`config.mk`:
```
export PLATFORM = sky130hd
export DESIGN_NAME = pwr_dom_seq
export DESIGN_NICKNAME = d
export VERILOG_FILES = /design/src/rtl/pds_pkg.sv /design/src/rtl/pds_cmd_parser.sv /design/src/rtl/pds_switch_timer.sv /design/src/rtl/pds_status.sv /design/src/rtl/pwr_dom_seq.sv
export SDC_FILE = /design/constraint.sdc
export NUM_CORES = 1
export LEC_CHECK = 0
export BUFFER_PORTS_ARGS = -buffer_cell sky130_fd_sc_hd__buf_2
export CAP_MARGIN = 20
export CORE_ASPECT_RATIO = 2
export CORE_MARGIN = 5
export CORE_UTILIZATION = 55
export CTS_BUF_LIST = sky130_fd_sc_hd__clkbuf_16
export DETAILED_ROUTE_END_ITERATION = 8
export PLACE_DENSITY = 0.74
export REMOVE_ABC_BUFFERS = 1
export SLEW_MARGIN = 20
export SYNTH_ARGS = -nofsm -noshare
export SYNTH_HDL_FRONTEND = slang
export SYNTH_SLANG_ARGS = --single-unit
```
`constraint.sdc`:
```
create_clock -name clk -period 3.3 [get_ports clk]
set_input_delay 0.165 -clock clk [delete_from_list [all_inputs] [get_ports clk]]
set_output_delay 0.165 -clock clk [all_outputs]
set_load 0.03 [all_outputs]
```
`src/rtl/pds_pkg.sv`:
```
package pds_pkg;

    localparam int PDS_NUM_DOM = 7;
    localparam int PDS_DATA_W  = 16;
    localparam int PDS_CNT_W   = 16;
    localparam int STAT_W      = 9;
    localparam int CODE_W      = 8;

    // register byte offsets
    localparam logic [7:0] OFS_ON_SEL  = 8'h0C;
    localparam logic [7:0] OFS_OFF_SEL = 8'h10;
    localparam logic [7:0] OFS_CMD     = 8'h44;
    localparam logic [7:0] OFS_MASK    = 8'h48;
    localparam logic [7:0] OFS_SETTLE  = 8'h4C;
    localparam logic [7:0] OFS_STATE   = 8'h80;
    localparam logic [7:0] OFS_EVENT   = 8'h88;
    localparam logic [7:0] OFS_INTR    = 8'h8C;

    // command codes
    localparam logic [CODE_W-1:0] CMD_RESTART = 8'hFF;
    localparam logic [CODE_W-1:0] CMD_UP_LO   = 8'h05;
    localparam logic [CODE_W-1:0] CMD_UP_HI   = 8'h50;
    localparam logic [CODE_W-1:0] CMD_DN_LO   = 8'h0A;
    localparam logic [CODE_W-1:0] CMD_DN_HI   = 8'hA0;

    // status bit positions
    localparam int ST_DONE = 0;
    localparam int ST_BAD  = 2;
    localparam int ST_REJ  = 3;

    typedef enum logic [1:0] {
        PS_IDLE  = 2'd0,
        PS_ARMED = 2'd1,
        PS_UP_LO = 2'd2,
        PS_DN_LO = 2'd3
    } parse_st_e;

    typedef struct packed {
        logic go;
        logic up;
    } launch_t;

    typedef struct packed {
        logic rej;
        logic bad;
        logic done;
    } events_t;

    function automatic logic [STAT_W-1:0] pack_events(events_t e);
        logic [STAT_W-1:0] v;
        v          = '0;
        v[ST_DONE] = e.done;
        v[ST_BAD]  = e.bad;
        v[ST_REJ]  = e.rej;
        return v;
    endfunction

endpackage

```
`src/rtl/pds_cmd_parser.sv`:
```
module pds_cmd_parser
    import pds_pkg::*;
(
    input  logic              clk,
    input  logic              rst,
    input  logic              cmd_wr,
    input  logic [CODE_W-1:0] cmd_code,
    output launch_t           req,
    output logic              bad_code
);

    parse_st_e st_q, st_d;

    always_comb begin
        st_d     = st_q;
        req      = '0;
        bad_code = 1'b0;
        if (cmd_wr) begin
            if (cmd_code == CMD_RESTART) begin
                st_d = PS_ARMED;
            end else begin
                unique case (st_q)
                    PS_IDLE: bad_code = 1'b1;
                    PS_ARMED: begin
                        if (cmd_code == CMD_UP_LO)      st_d = PS_UP_LO;
                        else if (cmd_code == CMD_DN_LO) st_d = PS_DN_LO;
                        else                            bad_code = 1'b1;
                    end
                    PS_UP_LO: begin
                        if (cmd_code == CMD_UP_HI) begin
                            req.go = 1'b1;
                            req.up = 1'b1;
                            st_d   = PS_IDLE;
                        end else begin
                            bad_code = 1'b1;
                        end
                    end
                    PS_DN_LO: begin
                        if (cmd_code == CMD_DN_HI) begin
                            req.go = 1'b1;
                            req.up = 1'b0;
                            st_d   = PS_IDLE;
                        end else begin
                            bad_code = 1'b1;
                        end
                    end
                    default: bad_code = 1'b1;
                endcase
                if (bad_code) st_d = PS_IDLE;
            end
        end
    end

    always_ff @(posedge clk) begin
        if (rst) st_q <= PS_IDLE;
        else     st_q <= st_d;
    end

    // restart code always re-arms the parser
    a_r5_restart_arms: assert property (@(posedge clk) disable iff (rst)
        (cmd_wr && cmd_code == CMD_RESTART) |=> (st_q == PS_ARMED));

    // a mismatching code leaves the parser idle
    a_r4_bad_to_idle: assert property (@(posedge clk) disable iff (rst)
        bad_code |=> (st_q == PS_IDLE));

endmodule

```
`src/rtl/pds_switch_timer.sv`:
```
module pds_switch_timer
    import pds_pkg::*;
#(
    parameter int                  NUM_DOM  = PDS_NUM_DOM,
    parameter int                  CNT_W    = PDS_CNT_W,
    parameter logic [NUM_DOM-1:0]  RESET_ON = NUM_DOM'(3)
) (
    input  logic               clk,
    input  logic               rst,
    input  launch_t            req,
    input  logic [NUM_DOM-1:0] sel_up,
    input  logic [NUM_DOM-1:0] sel_dn,
    input  logic [CNT_W-1:0]   settle,
    output logic [NUM_DOM-1:0] dom_state,
    output logic               applied,
    output logic               rejected
);

    logic               busy_q;
    logic [CNT_W-1:0]   cnt_q;
    logic [NUM_DOM-1:0] tgt_q;
    logic               tgt_up_q;
    logic [NUM_DOM-1:0] state_q;
    logic [NUM_DOM-1:0] chosen;
    logic               accept;

    assign chosen    = req.up ? sel_up : sel_dn;
    assign accept    = req.go && !busy_q && (chosen != '0);
    assign rejected  = req.go && !accept;
    assign applied   = busy_q && (cnt_q == '0);
    assign dom_state = state_q;

    always_ff @(posedge clk) begin
        if (rst) begin
            busy_q   <= 1'b0;
            cnt_q    <= '0;
            tgt_q    <= '0;
            tgt_up_q <= 1'b0;
            state_q  <= RESET_ON;
        end else begin
            if (busy_q) begin
                if (cnt_q == '0) begin
                    busy_q  <= 1'b0;
                    state_q <= tgt_up_q ? (state_q | tgt_q) : (state_q & ~tgt_q);
                end else begin
                    cnt_q <= cnt_q - 1'b1;
                end
            end
            if (accept) begin
                busy_q   <= 1'b1;
                cnt_q    <= settle;
                tgt_q    <= chosen;
                tgt_up_q <= req.up;
            end
        end
    end

    // power state holds until the settle count runs out
    a_r8_hold_until_settled: assert property (@(posedge clk) disable iff (rst)
        !applied |=> $stable(state_q));

    // a pending switch keeps its target while it settles
    a_r6_target_kept: assert property (@(posedge clk) disable iff (rst)
        (busy_q && !applied) |=> (busy_q && $stable(tgt_q)));

endmodule

```
`src/rtl/pds_status.sv`:
```
module pds_status
    import pds_pkg::*;
(
    input  logic              clk,
    input  logic              rst,
    input  logic [STAT_W-1:0] ev,
    input  logic              clr_evt,
    input  logic              clr_int,
    input  logic [STAT_W-1:0] clr_val,
    input  logic [STAT_W-1:0] mask,
    output logic [STAT_W-1:0] evt_q,
    output logic [STAT_W-1:0] int_q,
    output logic              irq
);

    logic [STAT_W-1:0] evt_clr, int_clr;

    assign evt_clr = clr_evt ? clr_val : '0;
    assign int_clr = clr_int ? clr_val : '0;
    assign irq     = |(int_q & ~mask);

    always_ff @(posedge clk) begin
        if (rst) begin
            evt_q <= '0;
            int_q <= '0;
        end else begin
            evt_q <= (evt_q & ~evt_clr) | ev;
            int_q <= (int_q & ~int_clr) | ev;
        end
    end

    // cleared bits stay clear when no new event arrives
    a_r9_clear_sticks: assert property (@(posedge clk) disable iff (rst)
        (clr_int && ev == '0) |=> ((int_q & $past(clr_val)) == '0));

endmodule

```
`src/rtl/pwr_dom_seq.sv`:
```
module pwr_dom_seq
    import pds_pkg::*;
#(
    parameter int                 NUM_DOM        = PDS_NUM_DOM,
    parameter int                 DATA_W         = PDS_DATA_W,
    parameter int                 CNT_W          = PDS_CNT_W,
    parameter logic [NUM_DOM-1:0] RESET_ON       = NUM_DOM'(3),
    parameter int                 DEFAULT_SETTLE = 8
) (
    input  logic               clk,
    input  logic               rst,
    input  logic               bus_wr,
    input  logic               bus_rd,
    input  logic [7:0]         bus_addr,
    input  logic [DATA_W-1:0]  bus_wdata,
    output logic [DATA_W-1:0]  bus_rdata,
    output logic [NUM_DOM-1:0] dom_pwr_en,
    output logic               irq
);

    logic [NUM_DOM-1:0] sel_up_q, sel_dn_q;
    logic [STAT_W-1:0]  mask_q;
    logic [CNT_W-1:0]   settle_q;

    launch_t            req;
    logic               bad_code;
    logic [NUM_DOM-1:0] dom_state;
    logic               applied, rejected;
    logic [STAT_W-1:0]  ev_vec, evt_q, int_q;
    events_t            evs;
    logic               wr_cmd, clr_evt, clr_int;

    assign wr_cmd  = bus_wr && (bus_addr == OFS_CMD);
    assign clr_evt = bus_wr && (bus_addr == OFS_EVENT);
    assign clr_int = bus_wr && (bus_addr == OFS_INTR);

    always_ff @(posedge clk) begin
        if (rst) begin
            sel_up_q <= '0;
            sel_dn_q <= '0;
            mask_q   <= '1;
            settle_q <= CNT_W'(DEFAULT_SETTLE);
        end else if (bus_wr) begin
            if (bus_addr == OFS_ON_SEL)  sel_up_q <= bus_wdata[NUM_DOM-1:0];
            if (bus_addr == OFS_OFF_SEL) sel_dn_q <= bus_wdata[NUM_DOM-1:0];
            if (bus_addr == OFS_MASK)    mask_q   <= bus_wdata[STAT_W-1:0];
            if (bus_addr == OFS_SETTLE)  settle_q <= bus_wdata[CNT_W-1:0];
        end
    end

    pds_cmd_parser u_parser (
        .clk      (clk),
        .rst      (rst),
        .cmd_wr   (wr_cmd),
        .cmd_code (bus_wdata[CODE_W-1:0]),
        .req      (req),
        .bad_code (bad_code)
    );

    pds_switch_timer #(
        .NUM_DOM  (NUM_DOM),
        .CNT_W    (CNT_W),
        .RESET_ON (RESET_ON)
    ) u_timer (
        .clk       (clk),
        .rst       (rst),
        .req       (req),
        .sel_up    (sel_up_q),
        .sel_dn    (sel_dn_q),
        .settle    (settle_q),
        .dom_state (dom_state),
        .applied   (applied),
        .rejected  (rejected)
    );

    always_comb begin
        evs.done = applied;
        evs.bad  = bad_code;
        evs.rej  = rejected;
        ev_vec   = pack_events(evs);
    end

    pds_status u_status (
        .clk     (clk),
        .rst     (rst),
        .ev      (ev_vec),
        .clr_evt (clr_evt),
        .clr_int (clr_int),
        .clr_val (bus_wdata[STAT_W-1:0]),
        .mask    (mask_q),
        .evt_q   (evt_q),
        .int_q   (int_q),
        .irq     (irq)
    );

    assign dom_pwr_en = dom_state;

    always_comb begin
        bus_rdata = '0;
        if (bus_rd) begin
            unique case (bus_addr)
                OFS_ON_SEL:  bus_rdata[NUM_DOM-1:0] = sel_up_q;
                OFS_OFF_SEL: bus_rdata[NUM_DOM-1:0] = sel_dn_q;
                OFS_MASK:    bus_rdata[STAT_W-1:0]  = mask_q;
                OFS_SETTLE:  bus_rdata[CNT_W-1:0]   = settle_q;
                OFS_STATE:   bus_rdata[NUM_DOM-1:0] = dom_state;
                OFS_EVENT:   bus_rdata[STAT_W-1:0]  = evt_q;
                OFS_INTR:    bus_rdata[STAT_W-1:0]  = int_q;
                default:     bus_rdata = '0;
            endcase
        end
    end

    // a finished switch records completion
    a_r2_done_recorded: assert property (@(posedge clk) disable iff (rst)
        applied |=> evt_q[ST_DONE]);

    // an unserviceable request records a rejection
    a_r6_reject_recorded: assert property (@(posedge clk) disable iff (rst)
        rejected |=> int_q[ST_REJ]);

    // with every source masked the line stays low
    a_r10_masked_quiet: assert property (@(posedge clk) disable iff (rst)
        (&mask_q) |-> !irq);

endmodule

```
==> results.ini <==
[final_layout]
nFillCells=726
final_cells=683
nets=612
drive_above_1_share=0.162
diodes=0
fin_area_um2=5120
syn_to_final_growth_pct=13.4

[timing]
tightest_slew_ns=0.824
rsz0062_at_grt=no
fin_tns_setup_ns=0
setup_ws_ns=0.861
fin_skew_ns=0.00717
min_period_over_period=0.739
finalCriticalPeriod_ns=2.44
max_slew_margin=0.449
fmax_mhz=410
hold_viol_final=0
finalMaxSlewViolations=0
finalSetupViolations=0

[placement]
place_ws_ns=0.698
dp.cells=668
place_area_um2=4810
dp_hpwl_mm=9.57
port_buffers=51
place_congestion=0.998

[global_routing]
antenna_found_initial=0
grt.overflow.total=0
grt_usage=0.263
grt_pass1_vias=4241
grt_max_degree=62
grt_pass1_wl_mm=21.1

[clock_network]
clock-sinks=91
cts_buffer_depth=2
clock_latency_ns=0.34
cts.htree.levels=3
cts_setup_buffers=0
cts_tree=built
post_cts_resize_count=0
cts-root-buf=clkbuf_16
path_clk_slew_ns=0.06
numCtsBuffers=9
ctsHoldBuffers=0

[drt]
first_iter_violations=326
drt-vias-per-instance=6.43
wl_per_cell_um=19.1
dr.pass1.iters=5
drt-total-wl_mm=13.0
num_vias=4393
ant_nets=0
post-route-drc-count=0

[power_and_ir_drop]
total_power_mw=2.27
leakagePower_nw=1.91
ir_worst_vdd_mv=0.316
power.density_nw_per_um2=443

[synth]
synth_cell_types=57
ys_warn_count=0
ys_ff_latch=91
synth_area_um2=4510
syn_avg_cell_area_um2=8.20
synth_edf_count=0
async_flop_share=0
synthFlopType=dfxtp_1
ys_seq_area_frac=0.404
syn_inst=550

[worst_hold_path]
hold_start=bus_wdata[8]
min_to=u_status.int_q[8]$_SDFF_PP0_
min_path_type=in2reg
min_path_cells=2

[critical_path]
required_ns=3.13
r2r-start=u_timer.cnt_q[7]$_SDFFE_PP0P_
r2r_end=u_timer.cnt_q[7]$_SDFFE_PP0P_
cp.arrival_ns=2.27
rr_worst_depth=6
end_kind=output port
cp_max_fo=10
crit_type=in2out
critPathLaunchType=input pin
r2r_slack_ns=0.97

[floorplanning]
die_h_um=138
row_count=46
die_area_um2=10200
start_util=0.564
die_w_um=74.0
core_area_um2=8000
ios=52

[outcome]
status=finished clean

[job]
maxCapViolations=0

worst max-delay path by stage:
stage / from / to / slack [ns] / depth (start not counted)
5_1_grt: bus_addr[5] / bus_rdata[6] / 0.77 / 8
4_1_cts: bus_addr[3] / bus_rdata[3] / 0.90 / 8
3_3_place_gp: bus_addr[1] / settle_q[13]$_SDFFE_PP0P_ / 0.85 / 8
6_report: bus_addr[3] / bus_rdata[3] / 0.86 / 8
3_5_place_dp: bus_addr[3] / settle_q[8]$_SDFFE_PP0P_ / 0.70 / 8
2_1_floorplan: bus_addr[1] / bus_rdata[0] / 0.82 / 6
layer usage:
layer | wire length [um] | track usage | share of wire
met5 | 0 | 0 | 0
met4 | 658 | 0.138 | 0.050
met3 | 808 | 0.0522 | 0.062
met2 | 6680 | 0.437 | 0.51
met1 | 4890 | 0.307 | 0.38
cell usage after synthesis, types with 2 or more instances:
cell        n  area [um^2]
a22oi_1    20          150
dfxtp_1    91         1820
nor3_2      3         30.0
or2_1       4         25.0
nor2_1     35          131
nor4b_2     2         30.0
and3_1     18          113
o21ai_1     3         15.0
a211oi_1   19          143
nand2_2     4         25.0
nand2b_1   12         75.1
nand2_1    83          312
clkbuf_1   30          113
nor4_4      2         42.5
a31oi_1    10         62.6
buf_2       8         40.0
or3b_1      2         17.5
nand3_1    27          135
xor2_1      2         17.5
o41ai_1     2         17.5
nand3b_1    2         15.0
a211o_1    10         87.6
o21ai_0     6         30.0
nor4_1      6         37.5
xnor2_1     8         70.1
mux2i_1    13          130
inv_1      15         56.3
nand4_1     4         25.0
nor4bb_1    2         20.0
nand4bb_1   2         22.5
or4_4       3         33.8
or4_1       3         22.5
a21oi_1    55          275
nor3_1      9         45.0
nor4b_1     2         17.5
a222oi_1    8         80.1
a2111oi_2   2         30.0
and2_1      4         25.0
layout by cell type (no fill, tap or decap), drive strengths merged, types with 3 or more instances in the layout:
cell	count
dfxtp	91
clkbuf	9
buf	62
a31oi	10
nand4	4
nor3	12
nand3	27
mux2i	13
inv	15
a222oi	8
a22oi	20
nor4b	4
or2	4
and3	18
xnor2	8
nand2b	12
nand2	87
and2	5
a211oi	19
clkinv	3
o21ai	9
a21oi	56
nor4	8
or4	6
nor2	35
a211o	10
through the flow:
step | util | hold slack, ns
3_5_place_dp | 0.601 | 0.411
2_1_floorplan | - | 0.234
4_1_cts | 0.640 | 0.0500
6_report | 0.640 | 0.0550
3_3_place_gp | 0.601 | 0.406
5_1_grt | 0.640 | 0.0547
final cells by class:
class / count / area [um^2] / area share
clock inverter: 6 / 81.3 / 0.0159
sequential: 91 / 1820 / 0.356
tap: 96 / 120 / 0.0235
timing repair buffer: 62 / 350 / 0.0685
multi-input combinational: 404 / 2460 / 0.481
clock buffer: 9 / 225 / 0.0440
inverter: 15 / 56.3 / 0.0110
logic make-up (layout without fill, tap and decap cells):
family	after synthesis	count (layout)	share of synthesized area
buf+inv	55	92	0.0505
simple gates	235	235	0.278
fa+ha+maj	1	1	0.00277
mux	14	14	0.0313
xor+xnor	10	10	0.0194
flops	91	91	0.404
compound gates	144	144	0.214
flip-flops by register name (all words and copies together), names as in the netlist, named ones only:
register	count
sel_up_q	7
u_status.evt_q	9
mask_q	9
settle_q	16
u_timer.busy_q	1
u_timer.cnt_q	16
sel_dn_q	7
u_parser.st_q	2
u_timer.tgt_q	7
u_status.int_q	9
u_timer.tgt_up_q	1
report_power, final:
part           internal (mW)  total (mW)  leakage (nW)  switching [mW]
logic                 0.0270      0.0920          1.03          0.0649
registers               1.10        1.10         0.733        0.000764
clock network          0.654        1.07         0.149           0.420
worst max-delay path, stage by stage:
cell and delay, ns:
buf_2 0.12, or3b_1 0.41, or2_1 0.30, nor3b_4 0.45, buf_4 0.27, a22oi_1 0.10, a31oi_1 0.20, buf_2 0.24
Power figures use the tool's default switching activity.
